File: config.mk
export PLATFORM = sky130hd
export DESIGN_NAME = bn_seq_ctrl
export DESIGN_NICKNAME = d
export VERILOG_FILES = /design/src/rtl/bnc_pkg.sv /design/src/rtl/bnc_wptr.sv /design/src/rtl/bnc_sweep.sv /design/src/rtl/bnc_mask.sv /design/src/rtl/bnc_pipe.sv /design/src/rtl/bn_seq_ctrl.sv
export SDC_FILE = /design/constraint.sdc
export NUM_CORES = 1
export LEC_CHECK = 0
export CAP_MARGIN = 10
export CORE_ASPECT_RATIO = 1.25
export CORE_UTILIZATION = 50
export CTS_CLUSTER_DIAMETER = 80
export DETAILED_ROUTE_END_ITERATION = 10
export PLACE_DENSITY = 0.79
export SYNTH_ARGS = -nofsm -noshare
export SYNTH_HDL_FRONTEND = slang
export SYNTH_SLANG_ARGS = --single-unit
File: constraint.sdc
create_clock -name clk -period 2.3 [get_ports clk]
set_input_delay 0.345 -clock clk [delete_from_list [all_inputs] [get_ports clk]]
set_output_delay 0.345 -clock clk [all_outputs]
set_load 0.005 [all_outputs]
File: src/rtl/bnc_pkg.sv
package bnc_pkg;

    typedef enum logic [1:0] {
        MD_IDLE  = 2'd0,
        MD_RECV  = 2'd1,
        MD_SEND  = 2'd2,
        MD_FINAL = 2'd3
    } bnc_mode_e;

    typedef enum logic [1:0] {
        SW_IDLE,
        SW_PRIME,
        SW_RUN,
        SW_DONE
    } sweep_st_e;

endpackage

File: src/rtl/bnc_wptr.sv
// Write pointer for the incoming-message RAM.
module bnc_wptr #(
    parameter int AW = 7
) (
    input  logic          clk,
    input  logic          rst_n,
    input  logic          clr,
    input  logic          wr,
    output logic [AW-1:0] addr
);
    logic [AW-1:0] addr_d, addr_q;

    always_comb begin
        addr_d = addr_q;
        if (clr)
            addr_d = '0;
        else if (wr)
            addr_d = addr_q + AW'(1);
    end

    always_ff @(posedge clk or negedge rst_n) begin
        if (!rst_n)
            addr_q <= '0;
        else
            addr_q <= addr_d;
    end

    assign addr = addr_q;
endmodule

File: src/rtl/bnc_sweep.sv
// Node/edge walker with one-cycle degree read-ahead.
module bnc_sweep
    import bnc_pkg::*;
#(
    parameter int NODES  = 8,
    parameter int DMAX   = 8,
    parameter int NODE_W = 3,
    parameter int EDGE_W = 3,
    parameter int DEG_W  = 4,
    parameter int BASE_W = 7
) (
    input  logic              clk,
    input  logic              rst_n,
    input  logic              go,
    input  logic [DEG_W-1:0]  deg_rdata,
    output logic              act,
    output logic              done,
    output logic              first,
    output logic              last,
    output logic [NODE_W-1:0] node,
    output logic [NODE_W-1:0] deg_raddr,
    output logic [EDGE_W-1:0] edge_idx,
    output logic [BASE_W-1:0] base,
    output logic [DEG_W-1:0]  deg
);
    typedef struct packed {
        sweep_st_e         st;
        logic [NODE_W-1:0] node;
        logic [EDGE_W-1:0] edg;
        logic [BASE_W-1:0] base;
        logic [DEG_W-1:0]  deg;
    } sw_t;

    localparam sw_t SW_RST = '{st: SW_IDLE, node: '0, edg: '0, base: '0, deg: '0};
    localparam logic [NODE_W-1:0] LAST_NODE = NODE_W'(NODES - 1);

    sw_t sw_d, sw_q;
    logic edge_last;

    function automatic logic [DEG_W-1:0] clamp_deg(input logic [DEG_W-1:0] d);
        if (d < DEG_W'(2))
            return DEG_W'(2);
        if (d > DEG_W'(DMAX))
            return DEG_W'(DMAX);
        return d;
    endfunction

    assign edge_last = (DEG_W'(sw_q.edg) == (sw_q.deg - DEG_W'(1)));

    always_comb begin
        sw_d = sw_q;
        unique case (sw_q.st)
            SW_IDLE: begin
                sw_d = SW_RST;
                if (go)
                    sw_d.st = SW_PRIME;
            end
            SW_PRIME: begin
                sw_d.st  = SW_RUN;
                sw_d.deg = clamp_deg(deg_rdata);
            end
            SW_RUN: begin
                if (edge_last) begin
                    if (sw_q.node == LAST_NODE) begin
                        sw_d.st = SW_DONE;
                    end else begin
                        sw_d.node = sw_q.node + NODE_W'(1);
                        sw_d.edg  = '0;
                        sw_d.base = sw_q.base + BASE_W'(sw_q.deg);
                        sw_d.deg  = clamp_deg(deg_rdata);
                    end
                end else begin
                    sw_d.edg = sw_q.edg + EDGE_W'(1);
                end
            end
            SW_DONE: sw_d.st = SW_DONE;
            default: sw_d = SW_RST;
        endcase
        if (!go)
            sw_d = SW_RST;
    end

    always_ff @(posedge clk or negedge rst_n) begin
        if (!rst_n)
            sw_q <= SW_RST;
        else
            sw_q <= sw_d;
    end

    assign act       = (sw_q.st == SW_RUN);
    assign done      = (sw_q.st == SW_DONE);
    assign first     = act && (sw_q.edg == '0);
    assign last      = act && edge_last;
    assign node      = sw_q.node;
    assign edge_idx  = sw_q.edg;
    assign base      = sw_q.base;
    assign deg       = sw_q.deg;
    assign deg_raddr = !act ? '0 :
                       (sw_q.node == LAST_NODE) ? '0 : sw_q.node + NODE_W'(1);
endmodule

File: src/rtl/bnc_mask.sv
// Adder input disable decoder.
module bnc_mask #(
    parameter int DMAX   = 8,
    parameter int EDGE_W = 3
) (
    input  logic              en,
    input  logic              all_in,
    input  logic [EDGE_W-1:0] edge_idx,
    output logic [DMAX-1:0]   dis
);
    for (genvar g = 0; g < DMAX; g++) begin : g_in
        assign dis[g] = en && !all_in && (edge_idx == EDGE_W'(g));
    end
endmodule

File: src/rtl/bnc_pipe.sv
// Fixed-latency tag pipeline matching the adder's delay.
module bnc_pipe #(
    parameter int W   = 8,
    parameter int LAT = 3
) (
    input  logic         clk,
    input  logic         rst_n,
    input  logic [W-1:0] din,
    output logic [W-1:0] dout
);
    logic [W-1:0] stg_q [LAT];

    for (genvar g = 0; g < LAT; g++) begin : g_stg
        if (g == 0) begin : g_head
            always_ff @(posedge clk or negedge rst_n) begin
                if (!rst_n)
                    stg_q[0] <= '0;
                else
                    stg_q[0] <= din;
            end
        end else begin : g_body
            always_ff @(posedge clk or negedge rst_n) begin
                if (!rst_n)
                    stg_q[g] <= '0;
                else
                    stg_q[g] <= stg_q[g-1];
            end
        end
    end

    assign dout = stg_q[LAT-1];
endmodule

File: src/rtl/bn_seq_ctrl.sv
module bn_seq_ctrl
    import bnc_pkg::*;
#(
    parameter  int NODES  = 8,
    parameter  int DMAX   = 8,
    parameter  int LAT    = 3,
    localparam int NODE_W = $clog2(NODES),
    localparam int EDGE_W = $clog2(DMAX),
    localparam int DEG_W  = $clog2(DMAX + 1),
    localparam int BASE_W = $clog2(NODES * DMAX + 1)
) (
    input  logic              clk,
    input  logic              rst_n,
    input  logic [1:0]        mode,
    input  logic              first_iter,
    input  logic              msg_in_vld,
    output logic              msg_we,
    output logic [BASE_W-1:0] msg_waddr,
    output logic [NODE_W-1:0] deg_raddr,
    input  logic [DEG_W-1:0]  deg_rdata,
    output logic [NODE_W-1:0] chan_raddr,
    output logic              opnd_ld,
    output logic [BASE_W-1:0] opnd_base,
    output logic [DEG_W-1:0]  opnd_cnt,
    output logic [DMAX-1:0]   in_dis,
    output logic              chan_bypass,
    output logic              sweep_act,
    output logic              sweep_done,
    output logic              res_vld,
    output logic              res_post,
    output logic [NODE_W-1:0] res_node,
    output logic [EDGE_W-1:0] res_edge
);
    localparam int TAG_W = 2 + NODE_W + EDGE_W;

    bnc_mode_e         md;
    logic              is_recv, is_send, is_final, go;
    logic              act, done, first, last;
    logic [NODE_W-1:0] node;
    logic [EDGE_W-1:0] edge_idx;
    logic [BASE_W-1:0] base;
    logic [DEG_W-1:0]  deg;
    logic              issue;
    logic [TAG_W-1:0]  tag_in, tag_out;

    assign md       = bnc_mode_e'(mode);
    assign is_recv  = (md == MD_RECV);
    assign is_send  = (md == MD_SEND);
    assign is_final = (md == MD_FINAL);
    assign go       = is_send || is_final;

    assign msg_we = is_recv && msg_in_vld;

    bnc_wptr #(.AW(BASE_W)) u_wptr (
        .clk   (clk),
        .rst_n (rst_n),
        .clr   (md == MD_IDLE),
        .wr    (msg_we),
        .addr  (msg_waddr)
    );

    bnc_sweep #(
        .NODES  (NODES),
        .DMAX   (DMAX),
        .NODE_W (NODE_W),
        .EDGE_W (EDGE_W),
        .DEG_W  (DEG_W),
        .BASE_W (BASE_W)
    ) u_sweep (
        .clk       (clk),
        .rst_n     (rst_n),
        .go        (go),
        .deg_rdata (deg_rdata),
        .act       (act),
        .done      (done),
        .first     (first),
        .last      (last),
        .node      (node),
        .deg_raddr (deg_raddr),
        .edge_idx  (edge_idx),
        .base      (base),
        .deg       (deg)
    );

    bnc_mask #(.DMAX(DMAX), .EDGE_W(EDGE_W)) u_mask (
        .en       (act),
        .all_in   (is_final),
        .edge_idx (edge_idx),
        .dis      (in_dis)
    );

    assign chan_raddr  = act ? node : '0;
    assign opnd_ld     = first;
    assign opnd_base   = first ? base : '0;
    assign opnd_cnt    = first ? deg : '0;
    assign chan_bypass = act && is_send && first_iter;
    assign sweep_act   = act;
    assign sweep_done  = done;

    assign issue  = act && (is_send || last);
    assign tag_in = {issue, is_final, node, edge_idx};

    bnc_pipe #(.W(TAG_W), .LAT(LAT)) u_pipe (
        .clk   (clk),
        .rst_n (rst_n),
        .din   (tag_in),
        .dout  (tag_out)
    );

    assign res_vld  = tag_out[TAG_W-1];
    assign res_post = res_vld && tag_out[TAG_W-2];
    assign res_node = res_vld ? tag_out[EDGE_W +: NODE_W] : '0;
    assign res_edge = res_vld ? tag_out[EDGE_W-1:0] : '0;
endmodule

### Yosys cells after proc, flatten, opt, wreduce, memory -nomap -nowiden

Index checks and enable logic that the tools add are counted.

| operators by class | value |
|---|---|
| eq/ne operators | 21 |
| $mul | 0 |
| bitwise gates (word level) | 0 |
| divide/modulo/power cells | 0 |
| shift operators | 0 |
| $add $sub $neg | 5 |
| order comparisons | 2 |
| mux-type cells | 36 |
| reduce and logical (&&, ||, !) cells | 27 |

Operator list:

| cell | count |
|---|---|
| 2-to-1 mux 4 bit | 7 |
| one-hot mux 13 bit (2 select lines) | 1 |
| 2-to-1 mux 7 bit | 3 |
| 2-to-1 mux 19 bit | 1 |
| 2-to-1 mux 3 bit | 6 |
| 2-to-1 mux 17 bit | 1 |
| logical AND 1 bit | 16 |
| equality test 3 bit (second input constant) | 5 |
| 2-to-1 mux 1 bit | 12 |
| inequality test 3 bit (second input constant) | 4 |
| one-hot mux 4 bit (3 select lines) | 1 |
| 2-to-1 mux 11 bit | 1 |
| equality test 2 bit (second input constant) | 4 |
| inequality test 4 bit (second input constant) | 2 |
| one-hot mux 2 bit (4 select lines) | 1 |
| adder 7 x 1 -> 7 bit (second input constant) | 1 |
| adder 7 x 4 -> 7 bit | 1 |
| adder 3 x 1 -> 3 bit (second input constant) | 2 |
| equality test 3 x 2 -> 1 bit (second input constant) | 2 |
| AND reduction 3 bit | 2 |
| 2-to-1 mux 5 bit | 1 |
| equality test 2 x 1 -> 1 bit (second input constant) | 2 |
| equality test 3 x 4 -> 1 bit | 1 |
| greater-than comparator 4 bit (second input constant) | 1 |
| 10 further kinds | 13 |

| storage, ports and cells | value |
|---|---|
| memory bits (read-only) | 0 |
| output and inout port bits | 45 |
| word-level logic and storage cells | 100 |
| memory bits (writable) | 0 |
| bits in registers | 50 |
| bits of input ports | 10 |
| memories kept | 0 |
| bits in latches | 0 |

### Depth between registers and ports, before layout

| logic depth | value |
|---|---|
| depth in word-level cells | 15 |
| depth in mapped cells | 8 |
| depth with buffers taken out | 7 |

### Modules after synthesis

From an unflattened synthesis, not the netlist that was laid out.

| unflattened totals | value |
|---|---|
| cell total of the unflattened synthesis | 246 |
| area total of the unflattened synthesis | 2646.3 µm² |

Modules (own cells, without submodules):

| module | instances | cells an instance | area each (µm²) |
|---|---|---|---|
| bnc_sweep | 1 | 142 | 1425.1 |
| bnc_pipe | 1 | 32 | 660.6 |
| bnc_wptr | 1 | 29 | 307.8 |
| bn_seq_ctrl | 1 | 30 | 180.2 |
| bnc_mask | 1 | 13 | 72.6 |

### Worst setup path before layout

No wires, ideal clock.

| timing path | value |
|---|---|
| path kind | register -> register |
| start | reg u_sweep.sw_q (netlist bit u_sweep.deg[0]) |
| end | reg u_sweep.sw_q (netlist bit u_sweep.deg[3]) |
| path slack | 297 ps |
| period minus slack after synthesis | 2003 ps |
| arrival | 1878 ps |
| stages on the path, launching flop included | 8 |
| buffers on the path | 0 |
| cells stage by stage | dfrtp_1 inv_1 ha_1 xnor2_1 a211o_2 o31ai_4 nand2_2 mux2_4 |

| between the ends | value |
|---|---|
| cells in the longest elaborated chain, start to end | 4 |

RTL lines:

| what | RTL line | text |
|---|---|---|
| start, declared | bnc_sweep.sv:37 | `sw_t sw_d, sw_q;` |
| start signal, assigned | bnc_sweep.sv:87 | `sw_q <= sw_d;` |
| subtractor 4 x 1 -> 4 bit | bnc_sweep.sv:48 | `assign edge_last = (DEG_W'(sw_q.edg) == (sw_q.deg - DEG_W'(1)));` |
| equality test 3 x 4 -> 1 bit | bnc_sweep.sv:48 |  |
| inequality test 3 bit (no source line) | n/a |  |
| AND reduction 3 bit (no source line) | n/a |  |

No other way between the ends.
A chain may end at the register's enable or synchronous reset.

### Final worst setup path

| timing path | value |
|---|---|
| start | reg u_sweep.sw_q (netlist bit u_sweep.edge_idx[1]) |
| end | out in_dis[0] |

| between the ends | value |
|---|---|
| cells in the longest elaborated chain, start to end | 2 |

RTL lines:

| what | RTL line | text |
|---|---|---|
| zero test 3 bit | bnc_mask.sv:12 | `assign dis[g] = en && !all_in && (edge_idx == EDGE_W'(g));` |
| logical AND 1 bit | bnc_mask.sv:12 |  |
| end, declared | bn_seq_ctrl.sv:25 | `output logic [DMAX-1:0] in_dis,` |

No other way between the ends.

==> insert_results.sql <==
INSERT INTO impl_metrics (metric_group, metric, value, unit) VALUES
('status', 'outcome', 'finished, final reports clean', ''),
('floorplan', 'boundaryPins', '55', ''),
('drt', 'post_drt_via_cell_ratio', '5.48', ''),
('finish', 'area_growth', '34.6', '%'),
('clocking', 'numClockSinks', '50', ''),
('yosys', 'async_set_reset_flop_share_out_of_synthesis', '100', '%'),
('floorplan', 'rows', '28', ''),
('placed_design', 'buffer_ports.inserted', '54', ''),
('drt', 'vias', '1978', ''),
('finish', 'final_area', '0.00334', 'mm^2'),
('yosys', 'netlist_area', '0.00248', 'mm^2'),
('critical_path', 'startpoint_type', 'flip-flop', ''),
('grt', 'grt_pass1_vias', '1900', ''),
('critical_path', 'reg2reg_setup_slack', '0.26', 'ns'),
('clocking', 'tritoncts', 'done', ''),
('clocking', 'cts_made_buffers', '5', ''),
('critical_path', 'critical_path.n_buffers_inverters', '2', ''),
('critical_path', 'timing.reg2reg.worst_path_depth', '7', ''),
('floorplan', 'die_w', '65.0', 'um'),
('critical_path', 'critPathTopFamily', 'buffers and inverters', ''),
('finish', 'final_layout_size_suffix_gt1_share', '16.3', '%'),
('critical_path', 'timing.critical_path.cells', 'inv_2, ha_4, and3_4, and2_1, clkdlybuf4s50_1', ''),
('grt', 'global_route_wire_length_before_repair', '8.76', 'mm'),
('drt', 'routed_wirelength', '5.40', 'mm'),
('sta', 'setup_violations', '0', ''),
('finish', 'multiInputGateArea', '0.00122', 'mm^2'),
('clocking', 'holdBufCountCts', '0', ''),
('yosys', 'cell_count_after_synthesis', '226', ''),
('critical_path', 'critPathMaxFanout', '7', ''),
('clocking', 'ctsHtreeMaxLevel', '2', ''),
('grt', 'global_route_total_overflow', '0', ''),
('finish', 'antenna-diode-count', '0', ''),
('floorplan', 'start_util', '52.1', '%'),
('placed_design', 'finalWeightedCongestion', '0.836', ''),
('power_and_ir_drop', 'power_density', '563', 'mW/mm^2'),
('sta', 'clock_skew', '0.00482', 'ns'),
('placed_design', 'dp.final_hpwl', '3.87', 'mm'),
('yosys', 'postSynthRegisterBits', '50', ''),
('drt', 'ant_nets', '0', ''),
('clocking', 'clk_pin_slew_worst_paths', '0.09', 'ns'),
('critical_path', 'regToRegEndpoint', 'u_sweep.deg[3]', ''),
('power_and_ir_drop', 'total_leakage_power', '1.57', 'nW'),
('floorplan', 'die_height', '80.8', 'um'),
('sta', 'max_freq', '446', 'MHz'),
('sta', 'final-hold-violation-count', '0', ''),
('yosys', 'main_flop_type_after_synthesis', 'sky130_fd_sc_hd__dfrtp_1', ''),
('min_path', 'worst_hold_path_type', 'primary input to async pin', ''),
('power_and_ir_drop', 'irDropWorstVdd', '0.382', 'mV'),
('critical_path', 'crit_path_top_delay_cell', 'sky130_fd_sc_hd__clkdlybuf4s50_1', ''),
('placed_design', 'placed_area', '0.00316', 'mm^2'),
('critical_path', 'worstSetupPathType', 'flip-flop to output pin', ''),
('yosys', 'ys_seq_area_share', '50.4', '%'),
('clocking', 'cts_root_buffer', 'sky130_fd_sc_hd__clkbuf_8', ''),
('yosys', 'synth_edf_count', '0', ''),
('critical_path', 'worst_ep_arrival_time', '1.90', 'ns'),
('sta', 'maxSlewViolCount', '0', ''),
('critical_path', 'worst_ep_required_time', '1.96', 'ns'),
('critical_path', 'timing.critical_path.slowest_cell_delay', '0.52', 'ns'),
('floorplan', 'die_ar', '0.00526', 'mm^2'),
('job', 'cap_viol_max_count', '0', ''),
('drt', 'drc', '0', ''),
('grt', 'antenna_found_initial', '0', ''),
('sta', 'max-slew-margin-rel', '58.8', '%'),
('finish', 'fillers', '386', ''),
('finish', 'num-nets-final', '330', ''),
('drt', 'drt_first_iter_violations', '90', ''),
('yosys', 'synth_cell_types', '44', ''),
('grt', 'pin_count_of_the_biggest_net_entering_global_routing', '51', ''),
('clocking', 'cts_buffer_depth', '2', ''),
('sta', 'tns', '0', 'ns'),
('yosys', 'synthesis.yosys.warnings', '0', ''),
('sta', 'tightestPinTransition', '0.619', 'ns'),
('critical_path', 'crit_path_end_kind', 'output pin', ''),
('sta', 'final_period_util', '97.5', '%'),
('finish', 'area.sequential', '0.00125', 'mm^2'),
('grt', 'global_route.usage.total', '22.2', '%'),
('clocking', 'insertion_delay', '0.31', 'ns'),
('yosys', 'syn-mean-instance-area', '11.0', 'um^2'),
('yosys', 'synth_nets', '256', ''),
('drt', 'drt_pre_antenna_iters', '4', ''),
('drt', 'average_detailed_routed_wire_length_per_instance', '15.0', 'um'),
('sta', 'shortest_clock_period_the_worst_path_allows_after_layout', '2.24', 'ns'),
('floorplan', 'coreArea', '0.00476', 'mm^2'),
('critical_path', 'regToRegStartpoint', 'u_sweep.deg[1]', '');
## per-stage QoR
stage	power, mW	hold slack [ns]	utilization [%]	setup WS [ns]	instances
3_5_place_dp	1.33	0.336	66.4	0.0810	348
3_3_place_gp	1.32	0.331	66.4	0.124	348
6_report	1.88	0.134	70.1	0.0573	361
4_1_cts	1.89	0.145	69.6	0.0179	359
2_1_floorplan	1.17	0.0494	-	0.297	226
5_1_grt	1.98	0.179	70.1	-0.00481	361
## synthesized netlist by cell type, drive strengths merged (2+ instances only)
master	n	area share, %
a21oi	4	0.81
nand4	2	0.50
and2	26	6.6
o21a	3	0.91
a21o	2	0.60
and3	13	3.3
mux2	2	1.2
ha	19	9.6
o22ai	2	0.50
nand3	5	1.0
nand2	14	2.2
buf	2	0.65
o31ai	4	1.8
nand3b	4	1.2
xor2	4	1.4
nand2b	2	0.50
a22o	6	2.1
a31oi	2	0.50
nor2	10	1.6
xnor2	4	1.4
nor3	4	0.81
o211ai	4	1.2
nor4	2	0.50
inv	11	1.7
dfrtp	50	50
clkbuf	3	0.45
nor3b	2	0.60
o21ai	11	2.2
## cell usage in the layout, fill, tap and decap left out, types with 5 or more instances in the layout
cell,n
sky130_fd_sc_hd__o21ai_0,5
sky130_fd_sc_hd__nand2_1,13
sky130_fd_sc_hd__and3_1,12
sky130_fd_sc_hd__clkbuf_8,5
sky130_fd_sc_hd__a22o_1,6
sky130_fd_sc_hd__buf_4,17
sky130_fd_sc_hd__and2_1,24
sky130_fd_sc_hd__nor2_1,7
sky130_fd_sc_hd__o21ai_1,6
sky130_fd_sc_hd__nand3_1,5
sky130_fd_sc_hd__ha_1,16
sky130_fd_sc_hd__dfrtp_1,48
sky130_fd_sc_hd__clkdlybuf4s50_1,53
sky130_fd_sc_hd__inv_1,5
sky130_fd_sc_hd__inv_2,6
## metal layers
| layer | vias to the layer above | share of wire (%) | global-route usage, % |
|---|---|---|---|
| li1 | 948 | - | - |
| met1 | 966 | 39 | 25.4 |
| met2 | 51 | 54 | 40.1 |
| met3 | 13 | 3.7 | 4.07 |
| met4 | 0 | 2.9 | 9.78 |
| met5 | - | 0 | 0 |
## registers in the layout, indices dropped and copies added (netlist names)
register          count
u_sweep.edge_idx      3
u_pipe.dout           8
u_sweep.deg           4
u_sweep.sw_q          2
u_pipe.stg_q         16
u_wptr.addr           7
u_sweep.node          3
u_sweep.base          7
## what timing repair did
action	CTS	global route
setup endpoints to repair	21	19
pin swaps	2	0
setup buffers	2	2
endpoints found under the hold margin	0	0
gates cloned	1	0
gates resized for setup	11	5
## cells by family after synthesis
kind of cell,share of synthesized area [%]
simple gates,18.9
flops,50.4
compound gates,13.1
fa+ha+maj,10.4
buf+inv,2.77
xor+xnor,2.82
mux,1.61
## worst max path at each step
stage          slack, ns              to                start  cells past startpoint
4_1_cts             0.02    deg_raddr[1]      u_sweep.node[0]                      5
5_1_grt           -0.005    opnd_base[5]  u_sweep.edge_idx[1]                      5
3_3_place_gp        0.12       in_dis[6]              mode[1]                      6
2_1_floorplan       0.30  u_sweep.deg[3]       u_sweep.deg[0]                      7
6_report            0.06       in_dis[0]  u_sweep.edge_idx[1]                      5
3_5_place_dp        0.08       in_dis[6]              mode[1]                      6
## report_power, final
| part | leakage [nW] | switching (mW) | internal, mW |
|---|---|---|---|
| Clock | 0.0408 | 0.304 | 0.218 |
| Sequential | 0.686 | 0.0340 | 0.915 |
| Combinational | 0.842 | 0.214 | 0.195 |
| Total | 1.57 | 0.552 | 1.33 |
## cell type report
class / instances / area share (%)
Tap cell: 60 / 2.25
Clock inverter: 3 / 0.711
Clock buffer: 5 / 2.06
Sequential cell: 50 / 37.5
Multi-Input combinational cell: 161 / 36.4
Inverter: 11 / 1.24
Timing Repair Buffer: 71 / 19.8
Power figures use the tool's default switching activity.
